### src/rtl/tic_pkg.sv
package tic_pkg;
   localparam int unsigned FAST_BITS_DEF   = 5;
   localparam int unsigned COARSE_BITS_DEF = 7;

   typedef enum logic {
      WIN_SHUT = 1'b0,
      WIN_OPEN = 1'b1
   } win_state_e;
endpackage

### src/rtl/tic_fast_stage.sv
module tic_fast_stage #(
   parameter int unsigned WIDTH = 5
) (
   input  logic             clk_i,
   input  logic             rst_ni,
   input  logic             clr_i,
   input  logic             tick_i,
   output logic [WIDTH-1:0] count_o,
   output logic             carry_o
);
   localparam logic [WIDTH-1:0] ONE     = WIDTH'(1);
   localparam logic [WIDTH-1:0] TOP_VAL = {WIDTH{1'b1}};

   logic [WIDTH-1:0] cnt_q;

   always_ff @(posedge clk_i or negedge rst_ni) begin
      if (!rst_ni)     cnt_q <= '0;
      else if (clr_i)  cnt_q <= '0;
      else if (tick_i) cnt_q <= cnt_q + ONE;
   end

   assign count_o = cnt_q;
   assign carry_o = tick_i && !clr_i && (cnt_q == TOP_VAL);

   // one gated tick advances the prescaler by one
   p_fast_step_r2: assert property (@(posedge clk_i) disable iff (!rst_ni)
      tick_i && !clr_i |=> cnt_q == $past(cnt_q) + ONE);
   // without a tick the prescaler holds
   p_fast_hold_r8: assert property (@(posedge clk_i) disable iff (!rst_ni)
      !tick_i && !clr_i |=> $stable(cnt_q));
   // a carry leaves the prescaler at zero
   p_fast_wrap_r4: assert property (@(posedge clk_i) disable iff (!rst_ni)
      carry_o |=> cnt_q == '0);
endmodule

### src/rtl/tic_coarse_stage.sv
module tic_coarse_stage #(
   parameter int unsigned WIDTH = 7,
   parameter int unsigned LIMIT = 2 ** WIDTH
) (
   input  logic             clk_i,
   input  logic             rst_ni,
   input  logic             clr_i,
   input  logic             tick_i,
   output logic [WIDTH-1:0] count_o,
   output logic             wrap_o
);
   localparam logic [WIDTH-1:0] ONE  = WIDTH'(1);
   localparam logic [WIDTH-1:0] LAST = WIDTH'(LIMIT - 1);

   if (LIMIT < 2 || LIMIT > 2 ** WIDTH) begin : g_bad_limit
      $error("tic_coarse_stage: LIMIT out of range for WIDTH");
   end

   logic [WIDTH-1:0] cnt_q;
   logic             at_last;

   if (LIMIT == 2 ** WIDTH) begin : g_full_range
      assign at_last = &cnt_q;
   end else begin : g_part_range
      assign at_last = (cnt_q == LAST);
   end

   always_ff @(posedge clk_i or negedge rst_ni) begin
      if (!rst_ni)      cnt_q <= '0;
      else if (clr_i)   cnt_q <= '0;
      else if (tick_i)  cnt_q <= at_last ? '0 : cnt_q + ONE;
   end

   assign count_o = cnt_q;
   assign wrap_o  = tick_i && !clr_i && at_last;

   // a prescaler carry below the limit advances the coarse stage by one
   p_coarse_step_r4: assert property (@(posedge clk_i) disable iff (!rst_ni)
      tick_i && !clr_i && !wrap_o |=> cnt_q == $past(cnt_q) + ONE);
   // running past capacity leaves the coarse stage at zero
   p_coarse_wrap_r5: assert property (@(posedge clk_i) disable iff (!rst_ni)
      wrap_o |=> cnt_q == '0);
endmodule

### src/rtl/tic_window_ctrl.sv
module tic_window_ctrl
   import tic_pkg::*;
#(
   parameter int unsigned COUNT_W = 12
) (
   input  logic               clk_i,
   input  logic               rst_ni,
   input  logic               clear_i,
   input  logic               start_i,
   input  logic               stop_i,
   input  logic               gate_en_i,
   input  logic               write_i,
   input  logic               wrap_i,
   input  logic [COUNT_W-1:0] count_i,
   output logic               tick_o,
   output logic [COUNT_W-1:0] interval_o,
   output logic               overflow_o,
   output logic               valid_o
);
   win_state_e         win_q;
   logic               ovf_q;
   logic               valid_q;
   logic [COUNT_W-1:0] result_q;
   logic               start_ok;
   logic               accept_wr;

   assign start_ok  = (win_q == WIN_SHUT) && start_i && !ovf_q;
   assign accept_wr = write_i && !ovf_q;
   assign tick_o    = (win_q == WIN_OPEN) && gate_en_i && !stop_i && !clear_i;

   always_ff @(posedge clk_i or negedge rst_ni) begin
      if (!rst_ni) begin
         win_q    <= WIN_SHUT;
         ovf_q    <= 1'b0;
         valid_q  <= 1'b0;
         result_q <= '0;
      end else if (clear_i) begin
         win_q    <= WIN_SHUT;
         ovf_q    <= 1'b0;
         valid_q  <= 1'b0;
      end else begin
         valid_q <= accept_wr;
         if (accept_wr) result_q <= count_i;
         if (wrap_i) begin
            ovf_q <= 1'b1;
            win_q <= WIN_SHUT;
         end else if ((win_q == WIN_OPEN) && stop_i) begin
            win_q <= WIN_SHUT;
         end else if (start_ok) begin
            win_q <= WIN_OPEN;
         end
      end
   end

   assign interval_o = result_q;
   assign overflow_o = ovf_q;
   assign valid_o    = valid_q;

   // clear drops overflow, valid and the window
   p_clear_r1: assert property (@(posedge clk_i) disable iff (!rst_ni)
      clear_i |=> !ovf_q && !valid_q && win_q == WIN_SHUT);
   // an overflowed measurement yields no result
   p_no_overflow_r3: assert property (@(posedge clk_i) disable iff (!rst_ni)
      write_i && ovf_q && !clear_i |=> !valid_q && $stable(result_q));
   // running past capacity flags overflow and shuts the window
   p_wrap_closes_r5: assert property (@(posedge clk_i) disable iff (!rst_ni)
      wrap_i && !clear_i |=> ovf_q && win_q == WIN_SHUT);
   // stop shuts an open window
   p_stop_closes_r6: assert property (@(posedge clk_i) disable iff (!rst_ni)
      win_q == WIN_OPEN && stop_i && !clear_i |=> win_q == WIN_SHUT);
   // start has no effect on an open window
   p_start_ignored_r7: assert property (@(posedge clk_i) disable iff (!rst_ni)
      win_q == WIN_OPEN && start_i && !stop_i && !wrap_i && !clear_i
      |=> win_q == WIN_OPEN);
   // no valid strobe without a request
   p_valid_pulse_r9: assert property (@(posedge clk_i) disable iff (!rst_ni)
      !write_i |=> !valid_q);
   // overflow is sticky until clear
   p_ovf_sticky_r10: assert property (@(posedge clk_i) disable iff (!rst_ni)
      ovf_q && !clear_i |=> ovf_q);
endmodule

### src/rtl/tof_interval_counter.sv
module tof_interval_counter
   import tic_pkg::*;
#(
   parameter int unsigned FAST_W   = FAST_BITS_DEF,
   parameter int unsigned COARSE_W = COARSE_BITS_DEF
) (
   input  logic                       clk_i,
   input  logic                       rst_ni,
   input  logic                       clear_i,
   input  logic                       start_i,
   input  logic                       stop_i,
   input  logic                       gate_en_i,
   input  logic                       write_i,
   output logic [FAST_W+COARSE_W-1:0] interval_o,
   output logic                       overflow_o,
   output logic                       valid_o
);
   localparam int unsigned TOTAL_W = FAST_W + COARSE_W;

   if (FAST_W < 1 || COARSE_W < 1 || TOTAL_W > 30) begin : g_bad_widths
      $error("tof_interval_counter: stage widths out of range");
   end

   logic                tick;
   logic                fast_carry;
   logic                coarse_wrap;
   logic [FAST_W-1:0]   fast_cnt;
   logic [COARSE_W-1:0] coarse_cnt;

   tic_fast_stage #(.WIDTH(FAST_W)) u_fast (
      .clk_i   (clk_i),
      .rst_ni  (rst_ni),
      .clr_i   (clear_i),
      .tick_i  (tick),
      .count_o (fast_cnt),
      .carry_o (fast_carry)
   );

   tic_coarse_stage #(.WIDTH(COARSE_W), .LIMIT(2 ** COARSE_W)) u_coarse (
      .clk_i   (clk_i),
      .rst_ni  (rst_ni),
      .clr_i   (clear_i),
      .tick_i  (fast_carry),
      .count_o (coarse_cnt),
      .wrap_o  (coarse_wrap)
   );

   tic_window_ctrl #(.COUNT_W(TOTAL_W)) u_ctrl (
      .clk_i      (clk_i),
      .rst_ni     (rst_ni),
      .clear_i    (clear_i),
      .start_i    (start_i),
      .stop_i     (stop_i),
      .gate_en_i  (gate_en_i),
      .write_i    (write_i),
      .wrap_i     (coarse_wrap),
      .count_i    ({coarse_cnt, fast_cnt}),
      .tick_o     (tick),
      .interval_o (interval_o),
      .overflow_o (overflow_o),
      .valid_o    (valid_o)
   );
endmodule

### config.mk
export PLATFORM = sky130hd
export DESIGN_NAME = tof_interval_counter
export DESIGN_NICKNAME = d
export VERILOG_FILES = /design/src/rtl/tic_pkg.sv /design/src/rtl/tic_fast_stage.sv /design/src/rtl/tic_coarse_stage.sv /design/src/rtl/tic_window_ctrl.sv /design/src/rtl/tof_interval_counter.sv
export SDC_FILE = /design/constraint.sdc
export NUM_CORES = 1
export LEC_CHECK = 0
export CORE_MARGIN = 2
export CORE_UTILIZATION = 35
export CTS_CLUSTER_DIAMETER = 120
export DETAILED_ROUTE_END_ITERATION = 10
export PLACE_DENSITY = 0.59
export SKIP_CTS_REPAIR_TIMING = 1
export SLEW_MARGIN = 20
export SYNTH_ARGS = -nofsm -noshare
export SYNTH_HDL_FRONTEND = slang
export SYNTH_HIERARCHICAL = 1
export SYNTH_SLANG_ARGS = --single-unit
### constraint.sdc
create_clock -name clk_i -period 2.8 [get_ports clk_i]
set_input_delay 0.56 -clock clk_i [delete_from_list [all_inputs] [get_ports clk_i]]
set_output_delay 0.56 -clock clk_i [all_outputs]
set_load 0.05 [all_outputs]
### Yosys cells after proc, flatten, opt, wreduce, memory -nomap -nowiden

Index checks and enable logic that the tools add are counted.

* bits of input ports: 7
* flip-flop bits (word level): 27
* output and inout port bits: 14

* $add $sub $neg: 2
* equality and inequality tests: 1
* bitwise gates (word level): 2
* reductions and logical operators: 20
* muxes and demuxes: 12

Operators with widths (count)
* 2-to-1 mux 7 bit: 3
* logical AND 1 bit: 11
* 2-to-1 mux 5 bit: 2
* adder 7 x 1 -> 7 bit (second input constant): 1
* 2-to-1 mux 1 bit: 7
* AND reduction 7 bit: 1
* nonzero test 2 bit: 3
* adder 5 x 1 -> 5 bit (second input constant): 1
* equality test 5 bit (second input constant): 1
* nonzero test 4 bit: 1
* logical NOT 1 bit: 3
* NOT 1 bit: 2
* AND reduction 2 bit: 1

### Depth between registers and ports, before layout

Gate-level depths: netlist of run 1.

* depth in word-level cells: 9
* depth in mapped cells: 9
* gate-level depth less buffers: 9

### Cells and area by module

Netlist of run 1, hierarchy kept.

By module, submodules not included
* tic_window_ctrl: cells each 36, seq. area each 375.4 um^2, instances 1, area each 579.3 um^2
* tic_coarse_stage: cells each 41, seq. area each 175.2 um^2, instances 1, area each 374.1 um^2
* tic_fast_stage: cells each 24, seq. area each 125.1 um^2, instances 1, area each 284.0 um^2

### Worst setup path before layout of run 1

Ideal clock, no wire load.

* kind: in2reg
* start point: in clear_i
* end point: reg u_coarse.cnt_q[5], in the netlist u_coarse/count_o[5]
* slack: 745 ps
* stages on the path: 7
* required time: 2718 ps
* arrival: 1973 ps
* cell sequence: nor3_1 -> buf_6 -> nand2_1 -> nor2_1 -> inv_2 -> or4_1 -> a31oi_1

* longest elaborated chain between the ends: 5
* elaborated cells on any way between the ends: 6

Ends and longest elaborated chain
* from (decl): line tof_interval_counter.sv:9 `input logic clear_i,`
* logical NOT 1 bit (*): line tic_fast_stage.sv:23, tic_window_ctrl.sv:29
* logical AND 1 bit: line tic_window_ctrl.sv:29 `assign tick_o = (win_q == WIN_OPEN) && gate_en_i && !stop_i && !clear_i;`
* logical AND 1 bit (*) (2 in series): line tic_fast_stage.sv:23 `assign carry_o = tick_i && !clr_i && (cnt_q == TOP_VAL);`
* named net fast_carry: line tof_interval_counter.sv:25 `logic fast_carry;`
* nonzero test 2 bit (no line) (*)
* to (signal assigned): line tic_coarse_stage.sv:31 `else if (tick_i) cnt_q <= at_last ? '0 : cnt_q + ONE;`
* to (decl): line tic_coarse_stage.sv:19 `logic [WIDTH-1:0] cnt_q;`

The timed path passes the listed nets; every way through them passes the cells marked *.
A chain may end at the register's enable or synchronous reset.

### Final worst setup path of run 1

* start point: reg u_ctrl.ovf_q, in the netlist u_ctrl/overflow_o
* end point: out overflow_o

RTL lines
* from (decl): line tic_window_ctrl.sv:21 `logic ovf_q;`
* from (signal assigned): line tic_window_ctrl.sv:34 `ovf_q <= 1'b0;`
* from (signal assigned): line tic_window_ctrl.sv:39 `ovf_q <= 1'b0;`
* from (signal assigned): line tic_window_ctrl.sv:45 `ovf_q <= 1'b1;`
* to (decl): line tof_interval_counter.sv:15 `output logic overflow_o,`

No word-level cell between the ends.

==> results of run 1 <==
==> layout by cell type, fill, tap and decap left out, types with 2 or more instances in the layout <==
| cell | count |
|---|---|
| a21oi_1 | 4 |
| buf_4 | 5 |
| clkbuf_4 | 3 |
| clkdlybuf4s50_1 | 20 |
| dfrtp_1 | 27 |
| ha_1 | 3 |
| mux2_2 | 12 |
| mux2i_1 | 3 |
| nand2_1 | 8 |
| nand2b_1 | 2 |
| nand3_1 | 2 |
| nand4_1 | 2 |
| nor2_1 | 10 |
| nor2b_1 | 3 |
| o21ai_0 | 2 |
| xor2_1 | 2 |
==> metal layers <==
metal	vias to the layer above	GRT usage (%)	part of all wire (%)
met4	0	5.71	1.6
met5	-	0	0
li1	412	-	-
met2	14	19.5	47
met3	4	2.14	3.2
met1	404	16.4	48
==> through the flow <==
stage	util [%]	power (mW)	area (um2)
6_report	45.7	0.629	1540
5_1_grt	45.7	0.664	1540
4_1_cts	45.7	0.647	1540
3_5_place_dp	44.8	0.468	1510
3_3_place_gp	44.8	0.467	1510
2_1_floorplan	-	0.437	1240
==> power breakdown <==
group	total, mW	leakage, nW	switching, mW	internal, mW
combinational	0.0589	0.307	0.0336	0.0252
sequential	0.400	0.374	0.00477	0.396
clock	0.170	0.0139	0.115	0.0547
total	0.629	0.695	0.154	0.476
==> path summary, 6_finish.rpt <==
check / end / depth (start not counted) / startpoint
setup / recovery: overflow_o / 1 / u_ctrl/overflow_o
hold / removal: u_ctrl/interval_o[5] / 1 / u_ctrl/interval_o[5]
setup reg to reg: u_coarse/count_o[5] / 8 / u_fast/count_o[0]
hold reg to reg: u_ctrl/interval_o[5] / 1 / u_ctrl/interval_o[5]
max in group asynchronous: u_ctrl/interval_o[3] / 2 / rst_ni
min in group asynchronous: u_ctrl/valid_o / 2 / rst_ni
==> cells by family (layout without fill, tap and decap cells) <==
| group | count (synthesis) | after routing | synth area share [%] |
|---|---|---|---|
| compound gates | 12 | 12 | 6.37 |
| buf+inv | 4 | 30 | 2.43 |
| fa+ha+maj | 3 | 3 | 3.03 |
| flops | 27 | 27 | 54.6 |
| mux | 16 | 16 | 14.6 |
| xor+xnor | 3 | 3 | 2.12 |
| simple gates | 36 | 36 | 16.9 |
==> area by class of cell <==
cell class,instances,area share [%]
timing repair buffer,25,15.5
tap,46,3.75
inverter,1,0.244
clock inverter,1,0.489
clock buffer,3,1.47
multi-input combinational,70,34.6
sequential,27,44.0
==> state kept, by name, summed over array words and instances, names as in the netlist <==
name and flops:
u_coarse/count_o 7, u_ctrl/valid_o 1, u_ctrl/overflow_o 1, u_fast/count_o 5, u_ctrl/interval_o 12, u_ctrl/win_q 1
==> flow_summary.yaml, run 1 <==
global_routing:
  grt_max_degree: 28
  grt_pass1_vias: 826
  grt_pass1_wl_mm: 3.90
  track_usage_pct: 12.3
  grt_antenna_before_repair: 0
  grt_overflow: 0
logic_synthesis:
  synth_edf_count: 0
  syn_area_per_cell_um2: 12.3
  synth.distinct_cells: 33
  ys_seq_elements: 27
  synthArstFlopShare_pct: 100
  ys_seq_area_share_pct: 54.6
  synthCells: 101
  syn_nets: 111
  synth.cell_area_um2: 1240
  synth_ff_type: "dfrtp_1"
  synth_most_common_cell: "dfrtp_1"
  ys_top_cells_by_area: "dfrtp_1, mux2_2, ha_1"
  synth_commonest_cells: "dfrtp_1, mux2_2, nor2_1, nand2_1, a21oi_1"
  synth_top_area_share_pct: 54.6
  yosysTopAreaCell: "dfrtp_1"
  synth_warnings: 6
sta:
  final-hold-violation-count: 0
  rsz0062_at_grt: "false"
  min_period_ns: 2.17
  finalSetupViolations: 0
  tightestPinTransition_ns: 0.502
  clock_skew_ns: 0.00703
  final.period_utilization_pct: 77.3
  drv_slew: 0
  slew_headroom_pct: 66.4
  hold_slack_ns: 0.524
  fmax_mhz: 462
  fin_setup_tns_ns: 0
  worst_slack_ns: 0.635
detailed_routing:
  vias_per_cell: 4.82
  first_pass_iters: 4
  drt-initial-drc-count: 29
  routedWlPerCell_um: 13.0
  postRouteAntennaNets: 0
  vias: 834
  drc_errors: 0
  finalWirelength_mm: 2.26
setup_path:
  cp_cell_sequence: "clkdlybuf4s50_1"
  cp.required_ns: 2.24
  worstSetupPathType: "reg -> out"
  path_delay_family: "buffers and inverters"
  cp_slowest_cell: "clkdlybuf4s50_1"
  max_stage_delay_ns: 0.83
  path_buf_inv: 1
  r2r_slack_ns: 0.76
  cp-end-kind: "output pin"
  cp_max_fo: 4
  worstPathArrival_ns: 1.61
  critPathLaunchType: "flip-flop"
job:
  drv_cap: 0
power:
  ir_drop_mv: 0.210
  powerDensity_nw_per_um2: 409
  cellLeakagePower_nw: 0.695
placement:
  dp_hpwl_mm: 1.59
  port_buffers: 20
  post-place-ws_ns: 0.429
  place.gp.congestion: 0.845
  numPlacedInstances: 169
clock_tree:
  cts_buffers: 3
  clock_sinks: 27
  cts.clk_slew.worst_paths_ns: 0.15
  clkLatencyLatePin_ns: 0.33
  clockBufferDepth: 2
  clockRootBuffer: "clkbuf_4"
  cts_tree: "done"
  htreeDepth: 1
run_status:
  status: "finished, final reports clean"
final_layout:
  diodes: 0
  n_fill_cell: 333
  syn_to_final_growth_pct: 24.2
  multi_input_area_um2: 532
  regArea_um2: 676
  drive_above_1_share_pct: 19.7
  final-instance-count-excl-fill: 173
  nets: 138
die:
  die_area_um2: 4030
  die_x_um: 63.5
  rows: 21
  initial_core_util_pct: 36.8
  num_io_pins: 21
  coreArea_um2: 3360
  die_y_um: 63.5
min_path:
  min_path_type: "reg -> reg"
No activity file was read; power rests on OpenSTA's default activity.
==> run 2, diff against run 1 <==
Clock period 2.8 ns to 2.25 ns, I/O delays scaled along.
==> run 2 against run 1 <==
- global-route usage up 0.41 points
- largest power group unchanged
- register-to-register slack worse by 0.55 ns
- largest cell class unchanged
- setup slack worse by 0.46 ns
- power up 25%
==> flow_summary.yaml, run 2 (same netlist as run 1, synthesis figures left out) <==
clock_tree:
  clkLatencyLatePin_ns: 0.32
  cts_buffers: 3
  clockBufferDepth: 2
  clockRootBuffer: "clkbuf_4"
  cts_tree: "done"
  clock_sinks: 27
  htreeDepth: 1
  cts.clk_slew.worst_paths_ns: 0.15
power:
  power_frac_comb_pct: 9.7
  power.switching_mw: 0.190
  powerDensity_nw_per_um2: 506
  intPower_mw: 0.596
  total_power_mw: 0.786
  p_sw_share_pct: 24.2
  p_clk_share_pct: 26.9
  cellLeakagePower_nw: 0.704
  seqPwrFrac_pct: 63.4
  ir_drop_mv: 0.248
die:
  die_x_um: 63.5
  die_y_um: 63.5
  num_io_pins: 21
  rows: 21
  initial_core_util_pct: 36.8
  coreArea_um2: 3360
  die_area_um2: 4030
placement:
  place.gp.congestion: 0.841
  numPlacedInstances: 170
  place_area_um2: 1530
  dp_hpwl_mm: 1.55
  port_buffers: 20
final_layout:
  nets: 139
  final-instance-count-excl-fill: 174
  layout_common_cells: "dfrtp_1, clkdlybuf4s50_1, mux2_2"
  largest_register_ff_count: 12
  fin_util_pct: 46.2
  drive_above_1_share_pct: 19.5
  final_common_cell: "dfrtp_1"
  finalInstanceArea_um2: 1550
  diodes: 0
  syn_to_final_growth_pct: 25.5
detailed_routing:
  vias_per_cell: 4.95
  finalWirelength_mm: 2.26
  first_pass_iters: 4
  vias: 861
  drt-initial-drc-count: 37
  drc_errors: 0
  postRouteAntennaNets: 0
  routedWlPerCell_um: 13.0
sta:
  rsz0062_at_grt: "false"
  final-hold-violation-count: 0
  finalSetupViolations: 0
  tightestPinTransition_ns: 0.496
  slew_headroom_pct: 66.8
  drv_slew: 0
  final.period_utilization_pct: 92.2
  clock_skew_ns: 0.0105
  fin_setup_tns_ns: 0
  fmax_mhz: 482
  min_period_ns: 2.07
global_routing:
  grt_overflow: 0
  track_usage_pct: 12.7
  grt_pass1_wl_mm: 4.02
  grt_antenna_before_repair: 0
  grt_pass1_vias: 874
  grt_max_degree: 28
run_status:
  status: "finished, final reports clean"
setup_path:
  cp_slowest_cell: "clkdlybuf4s50_1"
  cp_cell_sequence: "clkdlybuf4s50_1"
  max_stage_delay_ns: 0.83
  cp-end-kind: "output pin"
  path_buf_inv: 1
  r2r_cells: 10
  worstSetupPathType: "reg -> out"
  cp_max_fo: 4
  critPathLaunchType: "flip-flop"
  worstPathArrival_ns: 1.62
  path_delay_family: "buffers and inverters"
  cp.required_ns: 1.80
  cp.depth: 1
job:
  drv_cap: 0
min_path:
  min_path_type: "in -> async"
==> run 2: changes by cell type in the layout (fill, tap and decap cells not counted) <==
| cell | change |
|---|---|
| buf_12 | +1 |
| clkinvlp_4 | -1 |
| clkbuf_1 | +1 |
==> run 2: worst paths after layout <==
| check | endpoint | slack, ns | startpoint |
|---|---|---|---|
| max | overflow_o | 0.18 | u_ctrl/overflow_o |
| min | u_ctrl/interval_o[2] | 0.47 | rst_ni |
| max reg2reg | u_ctrl/overflow_o | 0.21 | u_fast/count_o[0] |
| min reg2reg | u_ctrl/interval_o[5] | 0.52 | u_ctrl/interval_o[5] |
| max in group asynchronous | u_ctrl/interval_o[11] | 1.52 | rst_ni |
| min in group clk_i | u_ctrl/interval_o[5] | 0.52 | u_ctrl/interval_o[5] |
==> run 2: metrics by stage <==
stage                     worst slack (ns)  hold slack, ns
final                                0.176           0.470
after global routing                0.0196           0.467
after CTS                            0.157           0.469
after detailed placement           0.00334           0.496
after global placement              0.0573           0.491
after floorplan                      0.260           0.154
==> run 2: power by group through the flow <==
stage	clock network (mW)	logic, mW	registers [mW]
after floorplan	0	0.0232	0.520
after global placement	0	0.0769	0.507
after detailed placement	0	0.0777	0.507
after CTS	0.221	0.0779	0.499
after global routing	0.245	0.0819	0.500
final	0.211	0.0763	0.499
==> run 2: worst reg2reg max path, delay by kind of cell, from the launching register on <==
| family | cells | cell delay (ns) |
|---|---|---|
| fa+ha+maj | 2 | 0.37 |
| simple gates | 6 | 0.93 |
| flops | 1 | 0.48 |
| buf+inv | 2 | 0.20 |
==> run 2: layout make-up <==
type	instances	area [um2]
timing repair buffer	26	258
clock buffer	4	26.3
fill	336	1810
tap	46	57.6
multi-input combinational	70	532
inverter	1	3.75
sequential	27	676
==> run 2: routing by layer <==
metal,vias to the layer above,track usage (%),routed length (um)
met2,12,19.3,1090
li1,414,-,-
met5,-,0,0
met1,433,16.8,1090
met3,2,2.68,59
met4,0,7.34,21
==> run 3, diff against run 2 <==
Settings changed: CORE_ASPECT_RATIO set to 0.7.
==> run 3 against run 2 <==
- maximum frequency is 2.0% higher
- critical path type is now reg -> reg
- combinational power decreased by 4.6%
- setup slack improved by 0.041 ns
- critical path depth increased by 7
==> flow_summary.yaml, run 3 (same netlist as run 1, synthesis figures left out) <==
setup_path:
  worstSetupPathType: "reg -> reg"
  path_delay_family: "simple AND/OR/NAND/NOR gates"
  path_buf_inv: 1
  cp_slowest_cell: "or4_1"
  worstPathArrival_ns: 2.23
  cp_max_fo: 5
  cp_cell_sequence: "ha_1 -> and3_1 -> ha_1 -> nand2_1 -> nor2_1 -> inv_2 -> or4_1 -> a31oi_1"
  crit_start: "u_fast/count_o[0]"
  crit-reg2reg-launch: "u_fast/count_o[0]"
  max_stage_delay_ns: 0.51
  cp-end-kind: "flip-flop"
  crit_top_cell: "ha_1"
  cp.required_ns: 2.45
  r2r_slack_ns: 0.22
  critPathLaunchType: "flip-flop"
power:
  powerDensity_nw_per_um2: 541
  cellLeakagePower_nw: 0.706
  ir_drop_mv: 0.366
  total_power_mw: 0.842
detailed_routing:
  drt-initial-drc-count: 22
  finalWirelength_mm: 2.31
  drc_errors: 0
  postRouteAntennaNets: 0
  vias: 846
  vias_per_cell: 4.78
  routedWlPerCell_um: 13.1
  first_pass_iters: 4
min_path:
  hp-start: "u_ctrl/interval_o[7]"
  min_path_type: "reg -> reg"
final_layout:
  regArea_um2: 676
  syn_to_final_growth_pct: 25.9
  diodes: 0
  drive_above_1_share_pct: 19.7
  final_common_cell: "dfrtp_1"
  largest_register_ff_count: 12
  nets: 138
  final-instance-count-excl-fill: 177
  multi_input_area_um2: 532
  fin_util_pct: 45.2
  n_fill_cell: 329
  layout_common_cells: "dfrtp_1, clkdlybuf4s50_1, mux2_2"
clock_tree:
  clock_sinks: 27
  cts_tree: "done"
  cts.clk_slew.worst_paths_ns: 0.09
  clkLatencyLatePin_ns: 0.27
  cts_buffers: 3
  htreeDepth: 1
  clockRootBuffer: "clkbuf_8"
  clockBufferDepth: 2
sta:
  drv_slew: 0
  finalSetupViolations: 0
  slew_headroom_pct: 66.6
  clock_skew_ns: 0.00316
  fmax_mhz: 492
  min_period_ns: 2.03
  final.period_utilization_pct: 90.4
  final-hold-violation-count: 0
  rsz0062_at_grt: "false"
  fin_setup_tns_ns: 0
  tightestPinTransition_ns: 0.500
die:
  die_x_um: 75.1
  die_y_um: 53.8
  die_area_um2: 4040
  num_io_pins: 21
  rows: 18
  initial_core_util_pct: 35.9
  coreArea_um2: 3450
global_routing:
  grt_pass1_wl_mm: 3.86
  grt_antenna_before_repair: 0
  grt_overflow: 0
  track_usage_pct: 13.0
  grt_max_degree: 28
  grt_pass1_vias: 823
placement:
  dp_hpwl_mm: 1.61
  numPlacedInstances: 173
  place.gp.congestion: 0.825
  port_buffers: 20
job:
  drv_cap: 0
run_status:
  status: "finished, final reports clean"
[run 3: cell types whose count changed in the layout (fill, tap and decap cells not counted), sizes merged]
cell / change
buf: -1
clkbuf: -1
clkinv: +1
[run 3: metrics by stage]
| stage | worst slack [ns] | hold slack, ns | cell area (um2) |
|---|---|---|---|
| 2_1_floorplan | 0.260 | 0.154 | 1240 |
| 3_3_place_gp | 0.0722 | 0.490 | 1510 |
| 3_5_place_dp | 0.0101 | 0.496 | 1510 |
| 4_1_cts | 0.204 | 0.517 | 1560 |
| 5_1_grt | 0.0865 | 0.538 | 1560 |
| 6_report | 0.217 | 0.512 | 1560 |
[run 3: worst register-to-register path: cells and delay by family, from the launching register on]
kind                       cells  cell delay [ns]
DFF                            1             0.45
and+or+nand+nor                4             0.89
adders and majority gates      2             0.37
AOI/OAI and AO/OA              1             0.17
buffers and inverters          1             0.09
[run 3: cell type report]
type | count | share of cell area (%)
tap | 50 | 4.02
inverter | 1 | 0.241
clock buffer | 3 | 2.65
clock inverter | 1 | 0.321
timing repair buffer | 25 | 15.3
multi-input combinational | 70 | 34.1
sequential | 27 | 43.4
[run 3: path summary, 6_finish.rpt]
| check | cells past startpoint | to |
|---|---|---|
| max | 8 | u_coarse/count_o[5] |
| min | 1 | u_ctrl/interval_o[7] |
| max reg2reg | 8 | u_coarse/count_o[5] |
| min reg2reg | 1 | u_ctrl/interval_o[7] |
| max in group asynchronous | 2 | u_ctrl/interval_o[8] |
| min in group asynchronous | 2 | u_ctrl/interval_o[6] |
[run 3: layer usage]
layer	up-vias	wire [um]	global-route usage, %	share of wire (%)
met2	14	1070	21.8	46
met3	0	88	4.49	3.8
met5	-	0	0	0
met4	0	0	2.68	0
li1	413	-	-	-
met1	419	1160	16.4	50
[run 3: power by group]
part           total [mW]  switching, mW  internal, mW
combinational      0.0728         0.0415        0.0313
sequential          0.498        0.00629         0.492
clock               0.271          0.147         0.124
total               0.842          0.195         0.647
